===== config.mk =====
export PLATFORM = sky130hd
export DESIGN_NAME = dbg_runctl
export DESIGN_NICKNAME = d
export VERILOG_FILES = /design/src/rtl/dbg_rc_pkg.sv /design/src/rtl/dbg_rc_ctrl.sv /design/src/rtl/dbg_rc_abs.sv /design/src/rtl/dbg_runctl.sv
export SDC_FILE = /design/constraint.sdc
export NUM_CORES = 1
export LEC_CHECK = 0
export ABC_AREA = 1
export BUFFER_PORTS_ARGS = -buffer_cell sky130_fd_sc_hd__clkbuf_2
export CAP_MARGIN = 30
export CORE_MARGIN = 1
export CORE_UTILIZATION = 25
export CTS_BUF_LIST = sky130_fd_sc_hd__clkbuf_4 sky130_fd_sc_hd__clkbuf_8
export DETAILED_ROUTE_END_ITERATION = 12
export PLACE_DENSITY = 0.56
export SETUP_SLACK_MARGIN = 0.2
export SYNTH_ARGS = -nofsm -noshare
export SYNTH_HDL_FRONTEND = slang
export SYNTH_SLANG_ARGS = --single-unit

===== constraint.sdc =====
create_clock -name clk -period 3.65 [get_ports clk]
set_input_delay 0.365 -clock clk [delete_from_list [all_inputs] [get_ports clk]]
set_output_delay 0.365 -clock clk [all_outputs]
set_load 0.01 [all_outputs]

===== src/rtl/dbg_rc_pkg.sv =====
package dbg_rc_pkg;
  localparam logic [6:0] ADR_DATA0 = 7'h04;
  localparam logic [6:0] ADR_DATA1 = 7'h05;
  localparam logic [6:0] ADR_CTRL  = 7'h10;
  localparam logic [6:0] ADR_STAT  = 7'h11;
  localparam logic [6:0] ADR_ACS   = 7'h16;
  localparam logic [6:0] ADR_CMD   = 7'h17;

  localparam logic [2:0] CERR_NONE  = 3'd0;
  localparam logic [2:0] CERR_BUSY  = 3'd1;
  localparam logic [2:0] CERR_UNSUP = 3'd2;

  localparam logic [3:0] STAT_VERSION = 4'd2;

  typedef struct packed {
    logic halt;
    logic hreset;
    logic sreset;
    logic active;
  } ctrl_t;
endpackage


===== src/rtl/dbg_rc_ctrl.sv =====
module dbg_rc_ctrl
  import dbg_rc_pkg::*;
#(
  parameter bit HART_RESET_IMPL = 1'b0
) (
  input  logic        clk,
  input  logic        rst,
  input  logic        wr_en,
  input  logic        wr_halt,
  input  logic        wr_hreset,
  input  logic        wr_sreset,
  input  logic        wr_active,
  input  logic        hart_halted,
  input  logic        hart_running,
  input  logic        hart_resume_ack,
  output ctrl_t       ctrl_q,
  output logic [31:0] ctrl_rdata,
  output logic [31:0] stat_rdata
);
  logic hreset_in;
  logic run_only;

  generate
    if (HART_RESET_IMPL) begin : g_hreset
      assign hreset_in = wr_hreset;
    end else begin : g_no_hreset
      assign hreset_in = 1'b0;
    end
  endgenerate

  always_ff @(posedge clk) begin
    if (rst) begin
      ctrl_q <= '0;
    end else if (wr_en) begin
      if (!wr_active) begin
        ctrl_q <= '0;
      end else begin
        ctrl_q.halt   <= wr_halt;
        ctrl_q.hreset <= hreset_in;
        ctrl_q.sreset <= wr_sreset;
        ctrl_q.active <= 1'b1;
      end
    end
  end

  assign run_only   = hart_running & ~hart_halted;
  assign ctrl_rdata = {ctrl_q.halt, 1'b0, ctrl_q.hreset, 27'd0, ctrl_q.sreset, ctrl_q.active};
  assign stat_rdata = {14'd0, hart_resume_ack, hart_resume_ack, 4'd0,
                       run_only, run_only, hart_halted, hart_halted,
                       1'b1, 3'd0, STAT_VERSION};
endmodule


===== src/rtl/dbg_rc_abs.sv =====
module dbg_rc_abs
  import dbg_rc_pkg::*;
#(
  parameter int GPR_COUNT    = 32,
  parameter int PROGBUF_SIZE = 16
) (
  input  logic        clk,
  input  logic        rst,
  input  logic        wr_en,
  input  logic [6:0]  wr_addr,
  input  logic [31:0] wr_data,
  output logic [31:0] data0_rdata,
  output logic [31:0] data1_rdata,
  output logic [31:0] acs_rdata,
  output logic        reg_req,
  output logic        reg_we,
  output logic [15:0] reg_num,
  output logic [63:0] reg_wdata,
  input  logic        reg_ack,
  input  logic [63:0] reg_rdata
);
  localparam int          DATA_COUNT = 2;
  localparam int unsigned REG_LIMIT  = 32'h1000 + GPR_COUNT;
  localparam logic [4:0]  PB_FIELD   = 5'(PROGBUF_SIZE);
  localparam logic [3:0]  DC_FIELD   = 4'(DATA_COUNT);

  logic [31:0] data_q [DATA_COUNT];
  logic        busy_q;
  logic [2:0]  cerr_q;
  logic        cmd_ok;
  logic        reg_ok;

  assign reg_ok = {16'd0, wr_data[15:0]} < REG_LIMIT;
  assign cmd_ok = (wr_data[31:24] == 8'd0) && (wr_data[22:20] == 3'd3) && reg_ok;

  always_ff @(posedge clk) begin
    if (rst) begin
      busy_q    <= 1'b0;
      cerr_q    <= CERR_NONE;
      reg_we    <= 1'b0;
      reg_num   <= '0;
      reg_wdata <= '0;
      for (int i = 0; i < DATA_COUNT; i++) data_q[i] <= '0;
    end else begin
      if (busy_q && reg_ack) begin
        busy_q <= 1'b0;
        if (!reg_we) begin
          data_q[0] <= reg_rdata[31:0];
          data_q[1] <= reg_rdata[63:32];
        end
      end
      if (wr_en) begin
        unique case (wr_addr)
          ADR_CMD: begin
            if (busy_q) begin
              if (cerr_q == CERR_NONE) cerr_q <= CERR_BUSY;
            end else if (cerr_q == CERR_NONE) begin
              if (!cmd_ok) begin
                cerr_q <= CERR_UNSUP;
              end else if (wr_data[17]) begin
                busy_q    <= 1'b1;
                reg_we    <= wr_data[16];
                reg_num   <= wr_data[15:0];
                reg_wdata <= {data_q[1], data_q[0]};
              end
            end
          end
          ADR_ACS:   cerr_q <= cerr_q & ~wr_data[10:8];
          ADR_DATA0: if (!busy_q) data_q[0] <= wr_data;
          ADR_DATA1: if (!busy_q) data_q[1] <= wr_data;
          default: ;
        endcase
      end
    end
  end

  assign reg_req     = busy_q;
  assign data0_rdata = data_q[0];
  assign data1_rdata = data_q[1];
  assign acs_rdata   = {3'd0, PB_FIELD, 11'd0, busy_q, 1'b0, cerr_q, 4'd0, DC_FIELD};
endmodule


===== src/rtl/dbg_runctl.sv =====
module dbg_runctl
  import dbg_rc_pkg::*;
#(
  parameter bit HART_RESET_IMPL = 1'b0,
  parameter int GPR_COUNT       = 32,
  parameter int PROGBUF_SIZE    = 16
) (
  input  logic        clk,
  input  logic        rst,
  input  logic        dmi_req_valid,
  input  logic        dmi_req_write,
  input  logic [6:0]  dmi_req_addr,
  input  logic [31:0] dmi_req_wdata,
  output logic        dmi_rsp_valid,
  output logic [31:0] dmi_rsp_rdata,
  output logic        hart_halt_req,
  output logic        hart_reset,
  output logic        sys_reset,
  input  logic        hart_halted,
  input  logic        hart_running,
  input  logic        hart_resume_ack,
  output logic        reg_req,
  output logic        reg_we,
  output logic [15:0] reg_num,
  output logic [63:0] reg_wdata,
  input  logic        reg_ack,
  input  logic [63:0] reg_rdata
);
  ctrl_t       ctrl_q;
  logic        dm_active;
  logic        ctrl_wr;
  logic        abs_rst;
  logic        abs_wr;
  logic        rd_req;
  logic [31:0] ctrl_rdata, stat_rdata, acs_rdata, d0_rdata, d1_rdata;
  logic [31:0] rd_mux;

  assign ctrl_wr = dmi_req_valid & dmi_req_write & (dmi_req_addr == ADR_CTRL);
  assign abs_wr  = dmi_req_valid & dmi_req_write & dm_active;
  assign rd_req  = dmi_req_valid & ~dmi_req_write;
  assign abs_rst = rst | ~dm_active;

  dbg_rc_ctrl #(.HART_RESET_IMPL(HART_RESET_IMPL)) u_ctrl (
    .clk(clk), .rst(rst), .wr_en(ctrl_wr),
    .wr_halt(dmi_req_wdata[31]), .wr_hreset(dmi_req_wdata[29]),
    .wr_sreset(dmi_req_wdata[1]), .wr_active(dmi_req_wdata[0]),
    .hart_halted(hart_halted), .hart_running(hart_running),
    .hart_resume_ack(hart_resume_ack),
    .ctrl_q(ctrl_q), .ctrl_rdata(ctrl_rdata), .stat_rdata(stat_rdata)
  );

  dbg_rc_abs #(.GPR_COUNT(GPR_COUNT), .PROGBUF_SIZE(PROGBUF_SIZE)) u_abs (
    .clk(clk), .rst(abs_rst), .wr_en(abs_wr), .wr_addr(dmi_req_addr),
    .wr_data(dmi_req_wdata), .data0_rdata(d0_rdata), .data1_rdata(d1_rdata),
    .acs_rdata(acs_rdata), .reg_req(reg_req), .reg_we(reg_we),
    .reg_num(reg_num), .reg_wdata(reg_wdata), .reg_ack(reg_ack),
    .reg_rdata(reg_rdata)
  );

  assign dm_active     = ctrl_q.active;
  assign hart_halt_req = ctrl_q.halt;
  assign hart_reset    = ctrl_q.hreset;
  assign sys_reset     = ctrl_q.sreset;

  always_comb begin
    unique case (dmi_req_addr)
      ADR_CTRL:  rd_mux = ctrl_rdata;
      ADR_STAT:  rd_mux = stat_rdata;
      ADR_ACS:   rd_mux = acs_rdata;
      ADR_DATA0: rd_mux = d0_rdata;
      ADR_DATA1: rd_mux = d1_rdata;
      default:   rd_mux = 32'd0;
    endcase
  end

  always_ff @(posedge clk) begin
    if (rst) begin
      dmi_rsp_valid <= 1'b0;
      dmi_rsp_rdata <= '0;
    end else begin
      dmi_rsp_valid <= rd_req;
      if (rd_req) dmi_rsp_rdata <= dm_active ? rd_mux : 32'd0;
    end
  end
endmodule


==> results_dict.tcl, run 1 <==
set metrics [dict create \
    run_status "complete, no violations" \
    critPathLaunchType "register" \
    fin_util_pct 31.4 \
    cts_resized 0 \
    io_pins 229 \
    whs_ns 0.175 \
    wl_met1_um 14100 \
    async_reset_ff_share_pct 0 \
    grt_max_degree 85 \
    die_area_mm2 0.0338 \
    dp_hpwl_um 21200 \
    cts_sinks 185 \
    port_buffers 227 \
    finalHoldViolCount 0 \
    drtAntennaViolNets 0 \
    drcViolationCount 0 \
    firstDrtPassIters 6 \
    r2r-end "u_abs.data_q[0][14]" \
    cts_tree "yes" \
    r2r_cells 7 \
    synth_cells 1069 \
    layout-drive-gt1-share_pct 23.3 \
    critPathMaxStageDelay_ns 0.46 \
    gp_congestion 0.865 \
    final_cell_mix "clkbuf_2, nand2_1, nor2_1" \
    routed-wl-met3_um 1640 \
    fin_ws_ns 1.53 \
    core_area_mm2 0.0325 \
    start_util_pct 25.4 \
    synth.avg_cell_area_um2 7.74 \
    highest-signal-layer "met4" \
    min_period_ns 2.12 \
    netlist_area_mm2 0.00827 \
    rows 66 \
    slew_headroom_pct 36.5 \
    cts_root_buf "clkbuf_8" \
    synth_edf_count 64 \
    maxSlewViolCount 0 \
    min_period_over_period_pct 58.1 \
    r2r_start "u_ctrl.ctrl_q[0]" \
    reg2reg_slack_ns 1.53 \
    p_leak_nw 3.90 \
    worst_pin_slew_ns 0.950 \
    area_growth_pct 23.4 \
    path_delay_family "buffers and inverters" \
    antenna_found_initial 3 \
    skew_ns 0.0197 \
    cts_buffers 17 \
    maxCapViolCount 0 \
    rsz0062_at_grt "false" \
    grt_overflow 0 \
    cpMostUsedCell "inv_1" \
    fin_total_pwr_mw 3.58 \
    critPathKind "register to register" \
    post_cts_buffers 0 \
    min_delay_path_depth 4 \
    grt_pass1_wl_um 44300 \
    powerDensity_mw_per_mm2 351 \
    die_h_um 184 \
    setup_viol_count_final 0 \
    dp_slack_ns 1.11 \
    clock_latency_ns 0.48 \
    peakVddDrop_uv 157 \
    hp-class "input port to register" \
    fmax_mhz 472 \
    drt-vias-per-instance 4.46 \
    tns_ns 0 \
    path_clk_slew_ns 0.09 \
    worstHoldStart "reg_ack" \
    worst_path_max_delay_cell "buf_4" \
    clockBufferDepth 2 \
    detail_route.wirelength_um 29500 \
    ys_warn_count 0 \
    path_cells "inv_2 > nor2_4 > inv_1 > nor3_2 > inv_1 > o21ai_4 > buf_4" \
    ys.flop_type "dfxtp_1" \
    nNetsFinal 1376 \
    first_iter_violations 498 \
    crit_fanout 25 \
    grt_pass1_vias 7280 \
    layout_commonest_cell "clkbuf_2" \
    crit_arrival_ns 2.24 \
    timing.critical_path.buf_inv 4 \
    dr_total_vias 7688 \
    die_w_um 184 \
    required_ns 3.77 \
    routedWlPerCell_um 17.1 \
    ys_ff_latch 185 \
    htreeDepth 4 \
    hold-path-endpoint "u_abs.reg_req" \
    dr_wl_met2_um 13100 \
    seq_area_frac_synth_pct 52.5 \
    synth.distinct_cells 30 \
    synth_fp_nets 1180 \
    grt_usage_pct 17.5 \
    cp-end-kind "register" \
    ctsHoldBuffers 0 \
]
## kinds of logic after synthesis
kind of cell           Yosys count  synth area share (%)
other                            1                0.0453
buffers and inverters          177                  9.02
AOI/OAI and AO/OA              136                  8.59
DFF                            185                  52.5
and+or+nand+nor                570                  29.8
## sequential cells by signal, indices dropped and copies added, names as in the netlist
name,count
dmi_rsp_rdata,32
u_abs.reg_req,1
u_abs.reg_wdata,64
u_abs.cerr_q,3
u_abs.reg_num,16
u_abs.reg_we,1
dmi_rsp_valid,1
u_ctrl.ctrl_q,3
u_abs.data_q,64
## cell usage after synthesis (3+ instances only)
cell type | count | share of area, %
nand2_1 | 200 | 9.1
nor2_1 | 184 | 8.4
nand3_1 | 149 | 9.0
dfxtp_1 | 121 | 29
inv_1 | 102 | 4.6
edfxtp_1 | 64 | 23
o21ai_0 | 57 | 3.4
a21oi_1 | 38 | 2.3
buf_2 | 28 | 1.7
clkbuf_1 | 22 | 1.0
nand3b_1 | 22 | 2.0
o22ai_1 | 21 | 1.6
o21ai_1 | 19 | 1.1
buf_1 | 9 | 0.41
buf_4 | 6 | 0.54
inv_2 | 6 | 0.27
nor2_2 | 4 | 0.30
buf_6 | 3 | 0.41
## layout make-up
type / instances / area, um2
Fill cell: 3616 / 22300
Sequential cell: 185 / 4340
Multi-Input combinational cell: 707 / 3230
Timing Repair Buffer: 245 / 1280
Tap cell: 442 / 553
Inverter: 109 / 410
Clock buffer: 21 / 283
Clock inverter: 11 / 86.3
Antenna cell: 4 / 10.0
## routing by layer
layer	global-route usage, %	vias to the layer above
met4	5.83	0
met3	3.70	33
li1	-	3855
met1	23.8	3533
met5	0	-
met2	27.3	267
## worst reg2reg max path, stage by stage (launching register included)
cell and delay [ns]:
dfxtp_1 0.35, inv_2 0.06, nor2_4 0.09, inv_1 0.11, nor3_2 0.22, inv_1 0.16
o21ai_4 0.32, buf_4 0.46
## report_power, final
group          switching [mW]  internal (mW)
registers            0.000298           2.11
logic                  0.0810         0.0533
clock network           0.784          0.544
total                   0.866           2.71
## worst max path at each step
stage / to / slack, ns / depth (start not counted) / from
after global placement: dmi_rsp_rdata[5] / 1.13 / 10 / dmi_req_addr[5]
after floorplan: u_abs.data_q[0][32] / 0.71 / 6 / dmi_req_addr[3]
after CTS: u_abs.data_q[0][14] / 1.50 / 7 / u_ctrl.ctrl_q[0]
after global routing: u_abs.data_q[0][45] / 1.36 / 7 / u_ctrl.ctrl_q[0]
after detailed placement: u_abs.data_q[0][13] / 1.11 / 9 / dmi_req_addr[3]
final: u_abs.data_q[0][14] / 1.53 / 7 / u_ctrl.ctrl_q[0]
## stage by stage
step / area, um2 / std cells
4_1_cts: 10200 / 1720
6_report: 10200 / 1724
5_1_grt: 10200 / 1722
3_3_place_gp: 9820 / 1688
2_1_floorplan: 8270 / 1069
3_5_place_dp: 9820 / 1688
No activity file was read; power rests on OpenSTA's default activity.
==> run 2, diff against run 1 <==
--- a/config.mk
+++ b/config.mk
@@ -12,7 +12,7 @@
 export CORE_UTILIZATION = 25
 export CTS_BUF_LIST = sky130_fd_sc_hd__clkbuf_4 sky130_fd_sc_hd__clkbuf_8
 export DETAILED_ROUTE_END_ITERATION = 12
-export PLACE_DENSITY = 0.56
+export PLACE_DENSITY = 0.54
 export SETUP_SLACK_MARGIN = 0.2
 export SYNTH_ARGS = -nofsm -noshare
 export SYNTH_HDL_FRONTEND = slang
==> constraint.sdc (replaced) <==
create_clock -name clk -period 2.2 [get_ports clk]
set_input_delay 0.22 -clock clk [delete_from_list [all_inputs] [get_ports clk]]
set_output_delay 0.22 -clock clk [all_outputs]
set_load 0.01 [all_outputs]
==> run 2 against run 1 <==
Effect of this change:
- sequential power is 66% higher
- hold slack worse by 0.15 ns
- clock-buffer cell count is 4 lower
- first-iteration DRC count is 23% higher
- combinational power is 77% higher
- fmax is 16% higher
- routed wire length is 1.1% higher
- largest cell class unchanged
- clock power is 85% higher
- critical path depth is 1 higher
- critical endpoint is now u_abs.reg_wdata[52]
- utilization is 0.91 points higher
- global-route usage is 0.31 points higher
==> results_dict.tcl, run 2 (synthesis results as in run 1) <==
set metrics [dict create \
    run_status "complete, no violations" \
    die_h_um 184 \
    r2r_cells 8 \
    peakVddDrop_uv 301 \
    rows 66 \
    post-place-cells 1703 \
    final_cell_mix "clkbuf_2, nand2_1, nor2_1" \
    start_util_pct 25.4 \
    critPathKind "register to register" \
    seq_power_share_pct 56.6 \
    tns_ns 0 \
    gp_congestion 0.907 \
    routedWlPerCell_um 17.1 \
    worst_pin_slew_ns 0.644 \
    antenna_found_initial 4 \
    required_ns 2.59 \
    place_area_mm2 0.0100 \
    routed-wl-met3_um 1780 \
    regArea_mm2 0.00434 \
    fillerInstances 3578 \
    highest-signal-layer "met4" \
    core_area_mm2 0.0325 \
    die_area_mm2 0.0338 \
    critPathLaunchType "register" \
    path_delay_family "simple AND/OR/NAND/NOR gates" \
    combPwrFrac_pct 3.8 \
    cts_root_buf "clkbuf_8" \
    port_buffers 227 \
    wl_met1_um 14300 \
    drtAntennaViolNets 0 \
    top_regs "u_abs.data_q (64), u_abs.reg_wdata (64), dmi_rsp_rdata (32)" \
    p_sw_share_pct 26.2 \
    detail_route.wirelength_um 29800 \
    cp-end-kind "register" \
    cts_buffers 17 \
    firstDrtPassIters 5 \
    fin_total_pwr_mw 6.20 \
    layout_commonest_cell "clkbuf_2" \
    rsz0062_at_grt "false" \
    timing.critical_path.buf_inv 2 \
    skew_ns 0.0266 \
    slew_headroom_pct 57.0 \
    clock_latency_ns 0.51 \
    multiInputGateArea_mm2 0.00323 \
    grt_pass1_wl_um 44800 \
    hold-path-endpoint "u_abs.data_q[0][59]" \
    p_leak_nw 4.03 \
    dr_wl_met2_um 13100 \
    fmax_mhz 550 \
    nNetsFinal 1395 \
    grt_max_degree 148 \
    layout-drive-gt1-share_pct 24.1 \
    finalHoldViolCount 0 \
    path_depth 8 \
    r2r-end "u_abs.reg_wdata[52]" \
    path_clk_slew_ns 0.12 \
    worst_path_max_delay_cell "buf_4" \
    cts_sinks 185 \
    internal_power_mw 4.58 \
    io_pins 229 \
    dp_hpwl_um 22100 \
    grt_overflow 0 \
    area_growth_pct 26.9 \
    design_area_mm2 0.0105 \
    drt-vias-per-instance 4.46 \
    dr_total_vias 7771 \
    crit_fanout 36 \
    path_cells "inv_2 > nor2_2 > nand3_2 > nor3_4 > buf_4 > nand3_1 > nand2_1 > nor2_1" \
    worstHoldStart "reg_rdata[59]" \
    min_delay_path_depth 3 \
    drcViolationCount 0 \
    htreeDepth 4 \
    critPathMaxStageDelay_ns 0.39 \
    grt_usage_pct 17.8 \
    fin_cells 1743 \
    grt_pass1_vias 7451 \
    maxCapViolCount 0 \
    clkPwrFrac_pct 39.6 \
    maxSlewViolCount 0 \
    cts_tree "yes" \
    whs_ns 0.0234 \
    power.switching_mw 1.62 \
    clockBufferDepth 2 \
    first_iter_violations 612 \
    die_w_um 184 \
    r2r_start "u_ctrl.ctrl_q[0]" \
    cts_resized 0 \
    reg2reg_slack_ns 0.38 \
    setup_viol_count_final 0 \
    powerDensity_mw_per_mm2 591 \
    crit_arrival_ns 2.21 \
    min_period_over_period_pct 82.7 \
    min_period_ns 1.82 \
    hp-class "input port to register" \
]
run 2: repair_timing:
action                                  4_1_cts  5_1_grt
hold buffers                                  4        0
endpoints found under the hold margin         4        0
buffers inserted                              0        0
endpoints found under the setup margin        0        0
run 2: power by group through the flow:
stage / Combinational [mW] / Clock (mW) / Sequential [mW]
global route: 0.258 / 2.66 / 3.51
floorplan: 0.0701 / 0 / 3.59
global placement: 0.230 / 0 / 3.59
detailed placement: 0.230 / 0 / 3.59
CTS: 0.237 / 2.52 / 3.51
finish: 0.237 / 2.46 / 3.51
run 2: worst reg2reg max path: stages, from the launching register on:
cell,delay (ns)
dfxtp_1,0.36
inv_2,0.06
nor2_2,0.16
nand3_2,0.12
nor3_4,0.24
buf_4,0.39
nand3_1,0.24
nand2_1,0.11
nor2_1,0.04
run 2: area by class of cell:
class,instances,area share (%)
multi-input combinational,707,30.8
clock buffer,17,2.23
sequential,185,41.4
timing repair buffer,264,14.6
inverter,109,3.91
antenna,4,0.0953
tap,442,5.27
clock inverter,15,1.69
run 2: metrics by stage:
| step | util (%) | worst slack [ns] |
|---|---|---|
| floorplan | - | 0.283 |
| global placement | 30.8 | 0.207 |
| detailed placement | 30.8 | 0.191 |
| CTS | 32.2 | 0.350 |
| global route | 32.3 | 0.248 |
| finish | 32.3 | 0.381 |
run 2: routing by layer:
layer / global-route usage (%) / vias up
met3: 3.74 / 43
li1: - / 3898
met1: 24.6 / 3565
met4: 6.60 / 0
met2: 27.1 / 265
met5: 0 / -
run 2: worst max path at each step:
stage | from | end | slack [ns]
floorplan | dmi_req_addr[3] | u_abs.data_q[0][32] | 0.28
global placement | dmi_req_wdata[31] | u_abs.reg_wdata[53] | 0.21
detailed placement | dmi_req_wdata[31] | u_abs.reg_wdata[15] | 0.19
CTS | u_ctrl.ctrl_q[0] | u_abs.data_q[0][40] | 0.35
global route | u_ctrl.ctrl_q[0] | u_abs.data_q[0][40] | 0.25
finish | u_ctrl.ctrl_q[0] | u_abs.reg_wdata[52] | 0.38
